--- src/rtl/dac_fe_pkg.sv ---
`timescale 1ns/1ps
// Package: shared widths and derived constants for the DAC front end.
package dac_fe_pkg;
    parameter int CODE_W = 16;
    parameter int LANE_W = 8;
    localparam int N_LANES = CODE_W / LANE_W;
    localparam logic [CODE_W-1:0] MID_CODE = {1'b1, {(CODE_W-1){1'b0}}};
endpackage

--- src/rtl/dac_wr_decode.sv ---
`timescale 1ns/1ps
// dac_wr_decode: turns the active-low control pins into qualified actions.
// Assumes all control inputs are synchronous to clk.
module dac_wr_decode #(
    parameter int N_LANES = 2
) (
    input  logic               cs_n,
    input  logic               wr_n,
    input  logic [N_LANES-1:0] lane_en_n,
    input  logic               xfer_en_n,
    output logic               wr_q,
    output logic               serial_sel,
    output logic [N_LANES-1:0] lane_sel,
    output logic               xfer_q
);
    // Purpose: qualify strobe, detect serial mode, decode lane loads.
    always_comb begin
        wr_q       = ~cs_n & ~wr_n;
        serial_sel = ~(|lane_en_n);
        lane_sel   = serial_sel ? '0 : ~lane_en_n;
        xfer_q     = wr_q & ~xfer_en_n;
    end
endmodule

--- src/rtl/dac_in_reg.sv ---
`timescale 1ns/1ps
// dac_in_reg: staging register loaded lane by lane or serially, MSB first.
// Assumes clear has priority over any load.
module dac_in_reg #(
    parameter int CODE_W = 16,
    parameter int LANE_W = 8,
    localparam int N_LANES = CODE_W / LANE_W
) (
    input  logic               clk,
    input  logic               rst_n,
    input  logic               clr_n,
    input  logic               wr_q,
    input  logic               serial_sel,
    input  logic [N_LANES-1:0] lane_sel,
    input  logic [LANE_W-1:0]  bus_d,
    output logic [CODE_W-1:0]  word
);
    logic [CODE_W-1:0] word_nxt;

    // Purpose: compute the next staging value from the selected load.
    always_comb begin
        word_nxt = word;
        if (wr_q) begin
            if (serial_sel) begin
                word_nxt = {word[CODE_W-2:0], bus_d[0]};
            end else begin
                for (int ln = 0; ln < N_LANES; ln++) begin
                    if (lane_sel[ln]) word_nxt[ln*LANE_W +: LANE_W] = bus_d;
                end
            end
        end
    end

    // Purpose: hold the staging word; reset and clear zero it.
    always_ff @(posedge clk) begin
        if (!rst_n || !clr_n) word <= '0;
        else                  word <= word_nxt;
    end
endmodule

--- src/rtl/dac_conv_reg.sv ---
`timescale 1ns/1ps
// dac_conv_reg: converter register, second stage of the double buffer.
// Assumes the caller passes the staging value from before this edge.
module dac_conv_reg #(
    parameter int CODE_W = 16,
    parameter logic [CODE_W-1:0] CLR_CODE = {1'b1, {(CODE_W-1){1'b0}}}
) (
    input  logic              clk,
    input  logic              rst_n,
    input  logic              clr_n,
    input  logic              xfer_q,
    input  logic [CODE_W-1:0] stage_word,
    output logic [CODE_W-1:0] conv_word
);
    // Purpose: take the staging word on transfer; go to mid-scale on clear.
    always_ff @(posedge clk) begin
        if (!rst_n || !clr_n) conv_word <= CLR_CODE;
        else if (xfer_q)      conv_word <= stage_word;
    end
endmodule

--- src/rtl/dac_code_map.sv ---
`timescale 1ns/1ps
// dac_code_map: output coding; unipolar mode inverts the MSB.
// Assumes offset-binary coding in the converter register.
module dac_code_map #(
    parameter int CODE_W = 16
) (
    input  logic              unipolar,
    input  logic [CODE_W-1:0] conv_word,
    output logic [CODE_W-1:0] dac_code
);
    // Purpose: apply the mode-dependent MSB inversion.
    always_comb dac_code = {conv_word[CODE_W-1] ^ unipolar, conv_word[CODE_W-2:0]};
endmodule

--- src/rtl/dac_dbuf_frontend.sv ---
`timescale 1ns/1ps
// dac_dbuf_frontend: double-buffered register front end for a 16-bit DAC.
// Assumes synchronous control pins, with clear and reset acting on clk.
module dac_dbuf_frontend
    import dac_fe_pkg::*;
(
    input  logic              clk,
    input  logic              rst_n,
    input  logic              cs_n,
    input  logic              wr_n,
    input  logic              lo_en_n,
    input  logic              hi_en_n,
    input  logic              xfer_en_n,
    input  logic              clr_n,
    input  logic              unipolar,
    input  logic [LANE_W-1:0] bus_d,
    output logic [CODE_W-1:0] dac_code
);
    logic               wr_q;
    logic               serial_sel;
    logic               xfer_q;
    logic [N_LANES-1:0] lane_sel;
    logic [CODE_W-1:0]  in_word;
    logic [CODE_W-1:0]  conv_word;

    dac_wr_decode #(.N_LANES(N_LANES)) dec_i (
        .cs_n(cs_n), .wr_n(wr_n), .lane_en_n({hi_en_n, lo_en_n}),
        .xfer_en_n(xfer_en_n), .wr_q(wr_q), .serial_sel(serial_sel),
        .lane_sel(lane_sel), .xfer_q(xfer_q)
    );

    dac_in_reg #(.CODE_W(CODE_W), .LANE_W(LANE_W)) stg_i (
        .clk(clk), .rst_n(rst_n), .clr_n(clr_n), .wr_q(wr_q),
        .serial_sel(serial_sel), .lane_sel(lane_sel), .bus_d(bus_d),
        .word(in_word)
    );

    dac_conv_reg #(.CODE_W(CODE_W), .CLR_CODE(MID_CODE)) conv_i (
        .clk(clk), .rst_n(rst_n), .clr_n(clr_n), .xfer_q(xfer_q),
        .stage_word(in_word), .conv_word(conv_word)
    );

    dac_code_map #(.CODE_W(CODE_W)) map_i (
        .unipolar(unipolar), .conv_word(conv_word), .dac_code(dac_code)
    );
endmodule

--- config.mk ---
export PLATFORM = sky130hd
export DESIGN_NAME = dac_dbuf_frontend
export DESIGN_NICKNAME = d
export VERILOG_FILES = /design/src/rtl/dac_fe_pkg.sv /design/src/rtl/dac_wr_decode.sv /design/src/rtl/dac_in_reg.sv /design/src/rtl/dac_conv_reg.sv /design/src/rtl/dac_code_map.sv /design/src/rtl/dac_dbuf_frontend.sv
export SDC_FILE = /design/constraint.sdc
export NUM_CORES = 1
export LEC_CHECK = 0
export BUFFER_PORTS_ARGS = -buffer_cell sky130_fd_sc_hd__buf_2
export CAP_MARGIN = 20
export CORE_UTILIZATION = 47
export CTS_CLUSTER_DIAMETER = 40
export CTS_CLUSTER_SIZE = 25
export DETAILED_ROUTE_END_ITERATION = 7
export GPL_TIMING_DRIVEN = 0
export PLACE_DENSITY = 0.8
export SLEW_MARGIN = 20
export SYNTH_ARGS = -nofsm -noshare
export SYNTH_HDL_FRONTEND = slang
export SYNTH_SLANG_ARGS = --single-unit
--- constraint.sdc ---
create_clock -name clk -period 0.9 [get_ports clk]
set_input_delay 0.045 -clock clk [delete_from_list [all_inputs] [get_ports clk]]
set_output_delay 0.045 -clock clk [all_outputs]
set_load 0.05 [all_outputs]
==> reports/results.ini <==
[placed_design]
hpwl_mm = 2.21
dpl-instance-area_um2 = 1640
place.gp.congestion = 0.818
io_buffers = 30

[cells_and_area]
area_delta_synth_final_pct = 26.8
final_util_pct = 64.6
fin_area_um2 = 1830
final_layout_size_suffix_gt1_share_pct = 37.8
fillers = 231
antenna_cells = 0
nets = 204

[cts]
cts_tree = yes
cts_buffer_depth = 2
cts_max_level = 2
cts_sinks = 32
cts_buffers = 5
cts_root_buf = clkbuf_4
clk_pin_slew_worst_paths_ns = 0.09
worstSkewPairLatency_ns = 0.34

[worst_setup_path]
crit_type = flop to output port
startpoint = conv_i.conv_word[15]
cp-start-kind = flop
worstPathCellList = xor2_2 -> buf_6
worstSetupPathDepth = 2
required_ns = 0.85
crit_buf_inv = 1
cp-endpoint = dac_code[15]
rr_endpoint = stg_i.word[8]
cpPeakStageDelay_ns = 0.35
r2r_cells = 2
path_delay_family = flip-flops
slowest_stage = dfxtp_2
r2r-start = stg_i.word[7]
r2r_slack_ns = 0.11
cp_max_fo = 2
end_kind = output port
worstPathArrival_ns = 1.01

[sta]
skew_ns = 0.00815
tightest_slew_ns = 0.493
setup_viol = 1
hold_violations = 0
finalCritPeriodShare_pct = 118
fin_ws_ns = -0.158
drv_slew = 0
period_minus_slack_ns = 1.06
setup_tns_ns = -0.158
fmax_ghz = 0.945
rsz0062_at_grt = yes
relSlewSlack_pct = 67.2

[power_and_ir_drop]
power_frac_comb_pct = 10.9
p_clk_share_pct = 33.1
switchingPower_w = 0.000656
irDropWorstVdd_mv = 0.826
power.total_w = 0.00258
swShare_pct = 25.4
p_int_w = 0.00192
power_density_nw_per_um2 = 1410
leakage_nw = 0.709
pwr-share-seq_pct = 56.0

[yosys]
yosys.cell_types.count = 16
synth_fa_ha_area_share_pct = 0
synth_top_family_by_area = simple AND/OR/NAND/NOR gates
synth.area.mux_share_pct = 11.1
synth_compound_area_share_pct = 13.0
syn_area_um2 = 1440
yosys.area_share.simple_pct = 17.2
postSynthAreaPerCell_um2 = 9.12
netlist_instances = 158
yosys_register_bits = 32
synthXorXnorAreaFrac_pct = 0.608
synth_nets = 175
yosysWarningCount = 0
synth-seq-area-share_pct = 44.4

[outcome]
status = finished with violations
violations = DRC, setup timing

[route]
wl_met3_um = 134
dr.pass1.iters = 6
drc_errors = 2
top_layer = met4
wirelength_met1_mm = 1.27
vias = 1148
vias_per_cell = 5.24
wl_met2_mm = 1.48
drt_iter0_drc = 36
wirelength_mm = 2.95
postRouteAntennaNets = 0
post_drt_wl_per_cell_um = 13.4

[floorplanning]
fp.dieArea_um2 = 3290
ioPinCount = 33
core-area_um2 = 2830
die_h_um = 57.4
start_util_pct = 51.0
row_count = 19
die_w_um = 57.4

[grt]
grt_pass1_vias = 1107
overflow = 0
grt_max_degree = 11
antenna_found_initial = 0
grt_use_total_pct = 20.3
grt_first_pass_wirelength_mm = 4.96

[min_path]
min_path_type = primary input to flop
hold_start = xfer_en_n

[job]
maxCapViolations = 0

[final cells by class]
cell class	count	area, um2	share of cell area [%]
flip-flops and latches	32	661	36.1
clock buffers	6	51.3	2.81
clock inverters	2	10.0	0.548
multi-input cells	101	617	33.7
well taps	31	38.8	2.12
repair buffers	37	367	20.1
plain buffers	10	83.8	4.59
[cell families after synthesis]
family          Yosys count
compound gates           30
flops                    32
buf+inv                  25
xor+xnor                  1
simple gates             54
mux                      16
[registers in the layout, indices dropped and copies added, names as in the netlist]
register and flops:
conv_i.conv_word 16, stg_i.word 16
[routing by layer]
layer / up-vias / global-route usage (%)
met5: - / 0
met4: 0 / 10.5
met3: 6 / 5.90
met2: 34 / 32.2
met1: 525 / 24.8
li1: 583 / -
[worst register-to-register path, stage by stage, from the launching register on]
cell	delay (ns)
dfxtp_1	0.38
mux2i_1	0.08
a211oi_1	0.24
[stage by stage]
stage	setup slack (ns)	cells	hold WS, ns
after floorplan	-0.0117	158	0.132
after global placement	-0.197	219	0.250
after detailed placement	-0.218	219	0.271
after CTS	-0.175	217	0.0274
after global routing	-0.194	219	0.0512
final	-0.158	219	0.0296
[worst min path at each step]
stage | endpoint | slack (ns) | cells after the start
2_1_floorplan | conv_i.conv_word[15] | 0.13 | 1
6_report | conv_i.conv_word[5] | 0.03 | 4
5_1_grt | conv_i.conv_word[5] | 0.05 | 4
4_1_cts | conv_i.conv_word[0] | 0.03 | 4
3_3_place_gp | conv_i.conv_word[15] | 0.25 | 2
3_5_place_dp | conv_i.conv_word[15] | 0.27 | 2
[synth_stat cells, drive strengths merged]
| cell type | number | area [um2] |
|---|---|---|
| or3 | 1 | 6.26 |
| a211oi | 15 | 113 |
| clkbuf | 3 | 11.3 |
| nand2 | 33 | 126 |
| buf | 22 | 185 |
| nor3 | 3 | 48.8 |
| dfxtp | 32 | 641 |
| xor2 | 1 | 8.76 |
| a21oi | 15 | 75.1 |
| nand4 | 1 | 6.26 |
| mux2i | 16 | 160 |
| nor2 | 16 | 60.1 |
[power by group through the flow]
stage | clock network (W) | logic (W) | registers (W)
floorplan | 0 | 0.000175 | 0.00148
global placement | 0 | 0.000253 | 0.00148
detailed placement | 0 | 0.000261 | 0.00148
CTS | 0.000868 | 0.000280 | 0.00145
global route | 0.000920 | 0.000308 | 0.00145
finish | 0.000853 | 0.000281 | 0.00145
[what timing repair did]
item / CTS / global route
hold endpoints to repair: 2 / 0
hold buffers: 3 / 0
cloned: 0 / 0
setup endpoints to repair: 16 / 15
gates resized for setup: 63 / 1
setup buffers: 2 / 2
[layout by cell type, fill, tap and decap left out]
cell type	Yosys	layout
dfxtp_2	0	16
nand4_1	1	1
a21oi_1	15	15
buf_2	1	15
nor2_1	16	16
mux2i_1	16	16
clkinv_2	0	2
xor2_2	0	1
nand2_1	32	32
nor3_4	3	3
a211oi_1	15	14
dfxtp_1	32	16
buf_8	1	16
nand2_2	1	1
buf_4	16	5
clkbuf_1	3	3
clkbuf_4	0	5
clkbuf_8	0	1
buf_6	4	5
dlygate4sd3_1	0	3
a211oi_2	0	1
or3_1	1	1
Note: power is estimated with default switching activity, not from simulation.
